`src/rtl/sdr_seq_pkg.sv`:
```
package sdr_seq_pkg;

  typedef enum logic [1:0] {
    CMD_NOP,
    CMD_PALL,
    CMD_REF,
    CMD_MRS
  } sdr_cmd_e;

  typedef enum logic [3:0] {
    ST_POWER,
    ST_PALL,
    ST_PALL_GAP,
    ST_IREF,
    ST_IREF_GAP,
    ST_MRS,
    ST_MRS_GAP,
    ST_RUN,
    ST_REF,
    ST_REF_GAP
  } seq_state_e;

  // {cs_n, ras_n, cas_n, we_n}
  localparam logic [3:0] PIN_NOP  = 4'b0111;
  localparam logic [3:0] PIN_PALL = 4'b0010;
  localparam logic [3:0] PIN_REF  = 4'b0001;
  localparam logic [3:0] PIN_MRS  = 4'b0000;

  function automatic logic [3:0] pins_of(input sdr_cmd_e c);
    case (c)
      CMD_PALL: pins_of = PIN_PALL;
      CMD_REF:  pins_of = PIN_REF;
      CMD_MRS:  pins_of = PIN_MRS;
      default:  pins_of = PIN_NOP;
    endcase
  endfunction

endpackage

```
`src/rtl/sdr_gap_timer.sv`:
```
module sdr_gap_timer #(
  parameter int W = 8,
  parameter logic [W-1:0] RST_VAL = '0
) (
  input  logic         clk,
  input  logic         rst,
  input  logic         load,
  input  logic [W-1:0] load_val,
  output logic         expired
);

  logic [W-1:0] cnt;

  always_ff @(posedge clk) begin
    if (rst) begin
      cnt <= RST_VAL;
    end else if (load) begin
      cnt <= load_val;
    end else if (cnt != '0) begin
      cnt <= cnt - 1'b1;
    end
  end

  assign expired = (cnt == '0);

endmodule

```
`src/rtl/sdr_refresh_debt.sv`:
```
module sdr_refresh_debt #(
  parameter int INTERVAL = 3900,
  parameter int DEBT_W   = 4
) (
  input  logic clk,
  input  logic rst,
  input  logic en,
  input  logic consume,
  output logic owed
);

  localparam int IW = (INTERVAL > 2) ? $clog2(INTERVAL) : 1;
  localparam logic [IW-1:0] LAST = IW'(INTERVAL - 1);
  localparam logic [DEBT_W-1:0] DEBT_MAX = '1;

  logic [IW-1:0]     tick_cnt;
  logic [DEBT_W-1:0] debt;
  logic              tick;

  assign tick = en && (tick_cnt == LAST);

  always_ff @(posedge clk) begin
    if (rst) begin
      tick_cnt <= '0;
    end else if (en) begin
      tick_cnt <= tick ? '0 : tick_cnt + 1'b1;
    end
  end

  always_ff @(posedge clk) begin
    if (rst) begin
      debt <= '0;
    end else begin
      case ({tick, consume})
        2'b10: if (debt != DEBT_MAX) debt <= debt + 1'b1;
        2'b01: if (debt != '0) debt <= debt - 1'b1;
        default: debt <= debt;
      endcase
    end
  end

  assign owed = (debt != '0);

endmodule

```
`src/rtl/sdr_cmd_drive.sv`:
```
module sdr_cmd_drive
  import sdr_seq_pkg::*;
#(
  parameter int ADDR_W = 11,
  parameter int BA_W   = 1,
  parameter int DQM_W  = 2,
  parameter int AP_BIT = 10
) (
  input  logic              clk,
  input  logic              rst,
  input  sdr_cmd_e          cmd,
  input  logic [ADDR_W-1:0] mode_op,
  output logic              cs_n,
  output logic              ras_n,
  output logic              cas_n,
  output logic              we_n,
  output logic              cke,
  output logic [DQM_W-1:0]  dqm,
  output logic [BA_W-1:0]   ba,
  output logic [ADDR_W-1:0] addr
);

  logic [ADDR_W-1:0] op_clean;
  logic [ADDR_W-1:0] ap_word;

  for (genvar i = 0; i < ADDR_W; i++) begin : g_op
    if (i == 7 || i == 8 || i == AP_BIT) begin : g_rsv
      assign op_clean[i] = 1'b0;
    end else begin : g_keep
      assign op_clean[i] = mode_op[i];
    end
    assign ap_word[i] = (i == AP_BIT);
  end

  always_ff @(posedge clk) begin
    if (rst) begin
      {cs_n, ras_n, cas_n, we_n} <= PIN_NOP;
      addr <= '0;
      ba   <= '0;
      cke  <= 1'b1;
      dqm  <= '1;
    end else begin
      {cs_n, ras_n, cas_n, we_n} <= pins_of(cmd);
      ba  <= '0;
      cke <= 1'b1;
      dqm <= '1;
      case (cmd)
        CMD_PALL: addr <= ap_word;
        CMD_MRS:  addr <= op_clean;
        default:  addr <= '0;
      endcase
    end
  end

endmodule

```
`src/rtl/sdram_boot_refresh.sv`:
```
module sdram_boot_refresh
  import sdr_seq_pkg::*;
#(
  parameter int INIT_WAIT_CYC    = 50000,
  parameter int T_RP_CYC         = 5,
  parameter int T_RFC_CYC        = 18,
  parameter int T_MRD_CYC        = 2,
  parameter int REF_INTERVAL_CYC = 3900,
  parameter int INIT_REF_COUNT   = 2,
  parameter int DEBT_W           = 4,
  parameter int ADDR_W           = 11,
  parameter int BA_W             = 1,
  parameter int DQM_W            = 2
) (
  input  logic              clk,
  input  logic              rst,
  input  logic [ADDR_W-1:0] mode_op,
  input  logic              refresh_gnt,
  output logic              sd_cs_n,
  output logic              sd_ras_n,
  output logic              sd_cas_n,
  output logic              sd_we_n,
  output logic              sd_cke,
  output logic [DQM_W-1:0]  sd_dqm,
  output logic [BA_W-1:0]   sd_ba,
  output logic [ADDR_W-1:0] sd_addr,
  output logic              init_done,
  output logic              refresh_req,
  output logic              refresh_done
);

  localparam int GAP_MAX = (T_RP_CYC > T_RFC_CYC) ?
                           ((T_RP_CYC > T_MRD_CYC) ? T_RP_CYC : T_MRD_CYC) :
                           ((T_RFC_CYC > T_MRD_CYC) ? T_RFC_CYC : T_MRD_CYC);
  localparam int CNT_MAX = (INIT_WAIT_CYC > GAP_MAX) ? INIT_WAIT_CYC : GAP_MAX;
  localparam int TW      = $clog2(CNT_MAX + 1);
  localparam int IRW     = $clog2(INIT_REF_COUNT + 1);
  localparam logic [TW-1:0] WAIT_LOAD = TW'(INIT_WAIT_CYC - 1);
  localparam logic [TW-1:0] RP_LOAD   = TW'(T_RP_CYC - 2);
  localparam logic [TW-1:0] RFC_LOAD  = TW'(T_RFC_CYC - 2);
  localparam logic [TW-1:0] MRD_LOAD  = TW'(T_MRD_CYC - 2);

  seq_state_e      st, st_n;
  sdr_cmd_e        cmd_sel;
  logic            tmr_load;
  logic [TW-1:0]   tmr_val;
  logic            tmr_exp;
  logic [IRW-1:0]  ref_left;
  logic            owed;
  logic            take_grant;
  logic            init_q;
  logic            gap_exit_q;
  logic            done_q;

  assign take_grant = (st == ST_RUN) && owed && refresh_gnt;

  always_comb begin
    st_n     = st;
    cmd_sel  = CMD_NOP;
    tmr_load = 1'b0;
    tmr_val  = '0;
    case (st)
      ST_POWER:    if (tmr_exp) st_n = ST_PALL;
      ST_PALL: begin
        cmd_sel  = CMD_PALL;
        tmr_load = 1'b1;
        tmr_val  = RP_LOAD;
        st_n     = ST_PALL_GAP;
      end
      ST_PALL_GAP: if (tmr_exp) st_n = ST_IREF;
      ST_IREF: begin
        cmd_sel  = CMD_REF;
        tmr_load = 1'b1;
        tmr_val  = RFC_LOAD;
        st_n     = ST_IREF_GAP;
      end
      ST_IREF_GAP: if (tmr_exp) st_n = (ref_left == '0) ? ST_MRS : ST_IREF;
      ST_MRS: begin
        cmd_sel  = CMD_MRS;
        tmr_load = 1'b1;
        tmr_val  = MRD_LOAD;
        st_n     = ST_MRS_GAP;
      end
      ST_MRS_GAP:  if (tmr_exp) st_n = ST_RUN;
      ST_RUN:      if (take_grant) st_n = ST_REF;
      ST_REF: begin
        cmd_sel  = CMD_REF;
        tmr_load = 1'b1;
        tmr_val  = RFC_LOAD;
        st_n     = ST_REF_GAP;
      end
      ST_REF_GAP:  if (tmr_exp) st_n = ST_RUN;
      default:     st_n = ST_POWER;
    endcase
  end

  always_ff @(posedge clk) begin
    if (rst) begin
      st         <= ST_POWER;
      ref_left   <= IRW'(INIT_REF_COUNT);
      init_q     <= 1'b0;
      gap_exit_q <= 1'b0;
      done_q     <= 1'b0;
    end else begin
      st <= st_n;
      if (st == ST_IREF) ref_left <= ref_left - 1'b1;
      init_q     <= init_q | (st == ST_RUN);
      gap_exit_q <= (st == ST_REF_GAP) && tmr_exp;
      done_q     <= gap_exit_q;
    end
  end

  sdr_gap_timer #(
    .W       (TW),
    .RST_VAL (WAIT_LOAD)
  ) u_timer (
    .clk      (clk),
    .rst      (rst),
    .load     (tmr_load),
    .load_val (tmr_val),
    .expired  (tmr_exp)
  );

  sdr_refresh_debt #(
    .INTERVAL (REF_INTERVAL_CYC),
    .DEBT_W   (DEBT_W)
  ) u_debt (
    .clk     (clk),
    .rst     (rst),
    .en      (init_q),
    .consume (take_grant),
    .owed    (owed)
  );

  sdr_cmd_drive #(
    .ADDR_W (ADDR_W),
    .BA_W   (BA_W),
    .DQM_W  (DQM_W),
    .AP_BIT (10)
  ) u_drive (
    .clk     (clk),
    .rst     (rst),
    .cmd     (cmd_sel),
    .mode_op (mode_op),
    .cs_n    (sd_cs_n),
    .ras_n   (sd_ras_n),
    .cas_n   (sd_cas_n),
    .we_n    (sd_we_n),
    .cke     (sd_cke),
    .dqm     (sd_dqm),
    .ba      (sd_ba),
    .addr    (sd_addr)
  );

  assign init_done    = init_q;
  assign refresh_req  = (st == ST_RUN) && owed;
  assign refresh_done = done_q;

endmodule

```
`config.mk`:
```
export PLATFORM = sky130hd
export DESIGN_NAME = sdram_boot_refresh
export DESIGN_NICKNAME = d
export VERILOG_FILES = /design/src/rtl/sdr_seq_pkg.sv /design/src/rtl/sdr_gap_timer.sv /design/src/rtl/sdr_refresh_debt.sv /design/src/rtl/sdr_cmd_drive.sv /design/src/rtl/sdram_boot_refresh.sv
export SDC_FILE = /design/constraint.sdc
export NUM_CORES = 1
export LEC_CHECK = 0
export BUFFER_PORTS_ARGS = -buffer_cell sky130_fd_sc_hd__buf_2
export CORE_MARGIN = 2
export CORE_UTILIZATION = 55
export DETAILED_ROUTE_END_ITERATION = 8
export HOLD_SLACK_MARGIN = 0.12
export PLACE_DENSITY = 0.82
export SYNTH_ARGS = -nofsm -noshare
export SYNTH_HDL_FRONTEND = slang
export SYNTH_SLANG_ARGS = --single-unit
```
`constraint.sdc`:
```
create_clock -name clk -period 2.8 [get_ports clk]
set_clock_uncertainty 0.05 [all_clocks]
set_input_delay 0.42 -clock clk [delete_from_list [all_inputs] [get_ports clk]]
set_output_delay 0.42 -clock clk [all_outputs]
set_load 0.05 [all_outputs]
```
* Yosys cells after proc, flatten, opt, wreduce, memory -nomap -nowiden
Cells that the tools add are included.
Cells by class: $mul 0, bitwise gates (word level) 1, equality and inequality tests 23, div/mod/pow operators 0, add/sub/neg operators 5, shift operators 0, multiplexer cells 18, reductions and logical operators 16, order comparisons 0
Operators with widths (count):
- $pmux 4 s9 | 1
- $mux 16 | 2
- $mux 4 | 7
- $pmux 11 s2 | 1
- $eq 4x3->1 const B | 4
- $logic_not 16->1 | 1
- $reduce_bool 16->1 | 1
- $sub 16x1->16 const B | 1
- $add 12x1->12 const B | 1
- $eq 12x12->1 const B | 1
- $mux 12 | 1
- $pmux 5 s2 | 1
- $pmux 3 s3 | 1
- $eq 4x2->1 const B | 2
- $eq 4x4->1 const B | 2
- $ne 2x2->1 const B | 4
- $pmux 4 s2 | 1
- $eq 2x2->1 const B | 3
- $ne 2x1->1 const B | 3
- $pmux 2 s3 | 1
- $reduce_and 5->1 | 1
- $add 4x1->4 const B | 1
- $eq 2x1->1 const B | 2
- $eq 4x1->1 const B | 1
- other kinds (14) | 19
Storage, ports and cells: memory bits (read-only) 0, register bits 56, bits in writable memories 0, memories kept 0, output and inout port bits 22, word-level logic and storage cells 76, bits in latches 0, input bits 14

* Depth between registers and ports, before layout
word-level depth 6, mapped depth 9, gate-level depth less buffers 9

* Modules after synthesis
A second synthesis with hierarchy kept.
Second synthesis, totals: cells, all modules 307, area, all modules 2750.1 sq um
By module, submodules not included:
- sdr_gap_timer | area an instance 918.4 sq um, sequential area each 320.3 sq um, cells each 105, times used 1
- sdr_refresh_debt | area an instance 853.3 sq um, sequential area each 320.3 sq um, cells each 98, times used 1
- sdram_boot_refresh | area an instance 548.0 sq um, sequential area each 180.2 sq um, cells each 68, times used 1
- sdr_cmd_drive | area an instance 430.4 sq um, sequential area each 240.2 sq um, cells each 36, times used 1

* Least setup slack after synthesis
No wires, ideal clock.
path type register to register, from reg init_q, in the netlist init_done, to reg u_debt.debt[2], cell stages (with the launch flop) 10, slack 0.022 ns, arrival 2.658 ns, data required time 2.679 ns, buffers on the path 1, period minus slack after synthesis 2.778 ns, setup time 0.071 ns, cell sequence dfxtp_1 > clkbuf_1 > nand2_1 > nor4_4 > nor2_1 > xor2_1 > ha_1 > or4_1 > a21o_1 > a21oi_1
On the way: longest elaborated chain between the ends 4, elaborated cells on any way between the ends 8, classes of those cells eq/ne (4); mux (1); reduce/logical (3)
RTL lines:
- start: declaration | line sdram_boot_refresh.sv:51 | logic init_q;
- start signal: assignment | line sdram_boot_refresh.sv:107 | init_q <= init_q | (st == ST_RUN);
- $logic_and 1x1->1 (*) | line sdr_refresh_debt.sv:20 | assign tick = en && (tick_cnt == LAST);
- $eq 2x2->1 or $eq 2x1->1 (tied branches) | line sdr_refresh_debt.sv:34 | case ({tick, consume})
- $ne 2x1->1 (no source line) (tied with other cells)
- $reduce_and 3->1 (no source line)
- end signal: assignment | line sdr_refresh_debt.sv:35 | 2'b10: if (debt != DEBT_MAX) debt <= debt + 1'b1;
- end signal: assignment | line sdr_refresh_debt.sv:36 | 2'b01: if (debt != '0) debt <= debt - 1'b1;
- end signal: assignment | line sdr_refresh_debt.sv:37 | default: debt <= debt;
- end: declaration | line sdr_refresh_debt.sv:17 | logic [DEBT_W-1:0] debt;
Mark *: on every way between the ends. The rest lies on a longest branch, timed or not. A chain may end at the register's enable or synchronous reset.

* Final worst setup path
from reg u_debt.tick_cnt[5], to reg u_debt.debt[2]
On the way: longest elaborated chain between the ends 5, elaborated cells on any way between the ends 9, classes of those cells eq/ne (5); mux (1); reduce/logical (3)
RTL lines:
- start: declaration | line sdr_refresh_debt.sv:16 | logic [IW-1:0] tick_cnt;
- start signal: assignment | line sdr_refresh_debt.sv:26 | tick_cnt <= tick ? '0 : tick_cnt + 1'b1;
- $eq 12x12->1 (*) | line sdr_refresh_debt.sv:20
- $logic_and 1x1->1 (*) | line sdr_refresh_debt.sv:20
- $eq 2x2->1 or $eq 2x1->1 (tied branches) | line sdr_refresh_debt.sv:34
- $ne 2x1->1 (no source line) (tied with other cells)
- $reduce_and 3->1 (no source line)
Marks and branches as above.

==> qor.csv <==
stage,metric,value,unit
sta,drv_slew,0,
place,portBuffers,25,
min_path,min_path_type,in -> reg,
place,place_hpwl,3280,µm
synth,avgSynthCellArea,8.73,µm²
flow_run,drv_cap,0,
die,fp.dieW,71.4,µm
synth,synth-edff-count,0,
clock_network,clockBufferDepth,2,
sta,whs,0.256,ns
clock_network,cts_max_level,2,
synth,synth_area,0.00250,mm²
sta,worstMarginPinSlew,0.675,ns
global_route,grt_usage,0.194,
clock_network,cts_num_sinks,53,
layout,n_fill_cell,363,
routing,drt-total-wl,4510,µm
global_route,grt_max_degree,18,
worst_setup_path,timing_worst_setup_path_type,reg -> reg,
routing,viasPerCell,5.54,
die,placementRows,24,
sta,rsz0062_at_grt,false,
global_route,grt_pass1_vias,1806,
sta,fmax,0.408,GHz
synth,yosys.area.top_type_share,0.425,
clock_network,tritoncts,built,
worst_setup_path,path_max_fanout,5,
synth,yosysSeqAreaShare,0.425,
layout,fin_area,0.00276,mm²
clock_network,ctsHoldBuffers,0,
layout,layout-drive-gt1-share,0.160,
sta,slew_headroom,0.544,
layout,final_util,0.633,
worst_setup_path,critPathArrivalTime,2.65,ns
worst_setup_path,required,3.00,ns
synth,synthTopCellsByArea,"dfxtp_1, xor2_1, nor2_1",
worst_setup_path,end_kind,register,
synth,synth-async-reset-ratio,0,
die,io_pins,36,
sta,fin_crit_sh,0.875,
clock_network,clkLatencyLatePin,0.31,ns
clock_network,root_buffer,clkbuf_8,
clock_network,cts_resized,0,
routing,postRouteAntennaNets,0,
clock_network,clk_pin_slew_worst_paths,0.10,ns
power_and_ir_drop,vdd.ir_drop.worst,0.000339,V
global_route,overflow,0,
worst_setup_path,start_kind,register,
routing,drtIter0Drc,106,
sta,fin_crit,2.45,ns
synth,synth_flop_cell,dfxtp_1,
routing,dr.pass1.iters,4,
die,coreArea,0.00435,mm²
routing,vias,2023,
power_and_ir_drop,pwr_density_cell,462,mW/mm²
clock_network,cts_setup_buffers,0,
synth,synth_seq_cells,53,
sta,finalSetupTns,0,ns
sta,finalSetupViolCount,0,
synth,synth_cells,286,
synth,synth.distinct_cells,49,
synth,yosys.area.top_type,dfxtp_1,
die,die_area,0.00510,mm²
place,gp_congestion,0.899,
die,die_h,71.4,µm
run_status,status,finished clean,
routing,drc,0,
die,start_util,0.574,
layout,areaGrowthSynthToFinish,10.3,%
place,dp_cells,357,
layout,layout.nets,331,
layout,diodes,0,
place,placed_area,0.00266,mm²
sta,hold_viol,0,
routing,wl_per_cell,12.4,µm
layout,finalNonFillerCells,365,
clock_network,numCtsBuffers,5,
global_route,antenna_found_initial,0,
power_and_ir_drop,cellLeakagePower,1.15,nW
synth,yosys_warnings,0,
global_route,grt_first_pass_wirelength,8020,µm
[synth_stat cells, types with 4 or more instances]
| cell | number |
|---|---|
| a21oi_1 | 12 |
| and2_1 | 12 |
| buf_2 | 4 |
| buf_4 | 7 |
| clkbuf_1 | 6 |
| dfxtp_1 | 53 |
| ha_1 | 5 |
| inv_1 | 9 |
| nand2_1 | 17 |
| nand3_1 | 14 |
| nand4_1 | 5 |
| nor2_1 | 38 |
| nor3_1 | 6 |
| nor4_1 | 5 |
| o21ai_0 | 17 |
| xnor2_1 | 8 |
| xor2_1 | 18 |
[report_power, final]
group          internal (mW)  leakage [nW]  switching [mW]
clock network          0.204        0.0478           0.256
registers              0.757         0.428         0.00398
logic                 0.0133         0.671          0.0384
total                  0.974          1.15           0.299
[routing by layer]
layer / vias to the layer above / GRT usage / part of all wire
met4: 0 / 0.0566 / 0.013
met3: 8 / 0.0436 / 0.051
met5: - / 0 / 0
met2: 54 / 0.317 / 0.45
li1: 1034 / - / -
met1: 927 / 0.257 / 0.48
[kinds of logic after synthesis]
kind of cell / Yosys count / share of synthesized area
compound gates: 45 / 0.112
xor+xnor: 26 / 0.0912
fa+ha+maj: 5 / 0.0251
buf+inv: 26 / 0.0516
flops: 53 / 0.425
mux: 4 / 0.0165
other cells: 2 / 0.00301
simple gates: 125 / 0.276
[final cells by class]
cell class	count	area, µm²	area share
clock buffers	6	82.6	0.0300
flip-flops and latches	53	1060	0.385
inverters	9	33.8	0.0123
repair buffers	31	170	0.0618
well taps	52	65.1	0.0236
multi-input cells	212	1330	0.481
clock inverters	2	16.3	0.00590
[sequential cells by signal, indices dropped and copies added (netlist names)]
signal and cells:
u_drive.we_n 1, st 4, refresh_done 1, u_debt.debt 4, u_drive.addr 9, init_done 1, u_debt.tick_cnt 12, ref_left 2
u_timer.cnt 16, u_drive.ras_n 1, gap_exit_q 1, u_drive.cas_n 1
[cells in the final DEF (no fill, tap or decap), types with 9 or more instances in the layout]
master   count
a21oi_1     12
and2_1      12
buf_2       25
dfxtp_1     53
inv_1        9
nand2_1     17
nand3_1     14
nor2_1      38
o21ai_0     17
xor2_1      18
[worst max-delay path: stages (launching register included)]
cell and delay [ns]:
dfxtp_1 0.40, or3b_4 0.41, nor4_4 0.28, nor2_1 0.08, xor2_1 0.14, ha_1 0.20, or4_1 0.53, a21o_1 0.17
a21oi_1 0.13
[path summary, 6_finish.rpt]
path / startpoint / to / slack, ns / depth (start not counted)
setup / recovery: u_debt.tick_cnt[5] / u_debt.debt[2] / 0.35 / 8
hold / removal: mode_op[0] / u_drive.addr[0] / 0.26 / 2
setup reg to reg: u_debt.tick_cnt[5] / u_debt.debt[2] / 0.35 / 8
hold reg to reg: gap_exit_q / refresh_done / 0.43 / 1
[stage by stage]
step                setup WS [ns]  total power [mW]
finish                      0.349              1.27
detailed placement          0.377             0.830
floorplan                  0.0218             0.825
CTS                         0.356              1.29
global route                0.222              1.31
global placement            0.417             0.829
No activity file was read; power rests on OpenSTA's default activity.
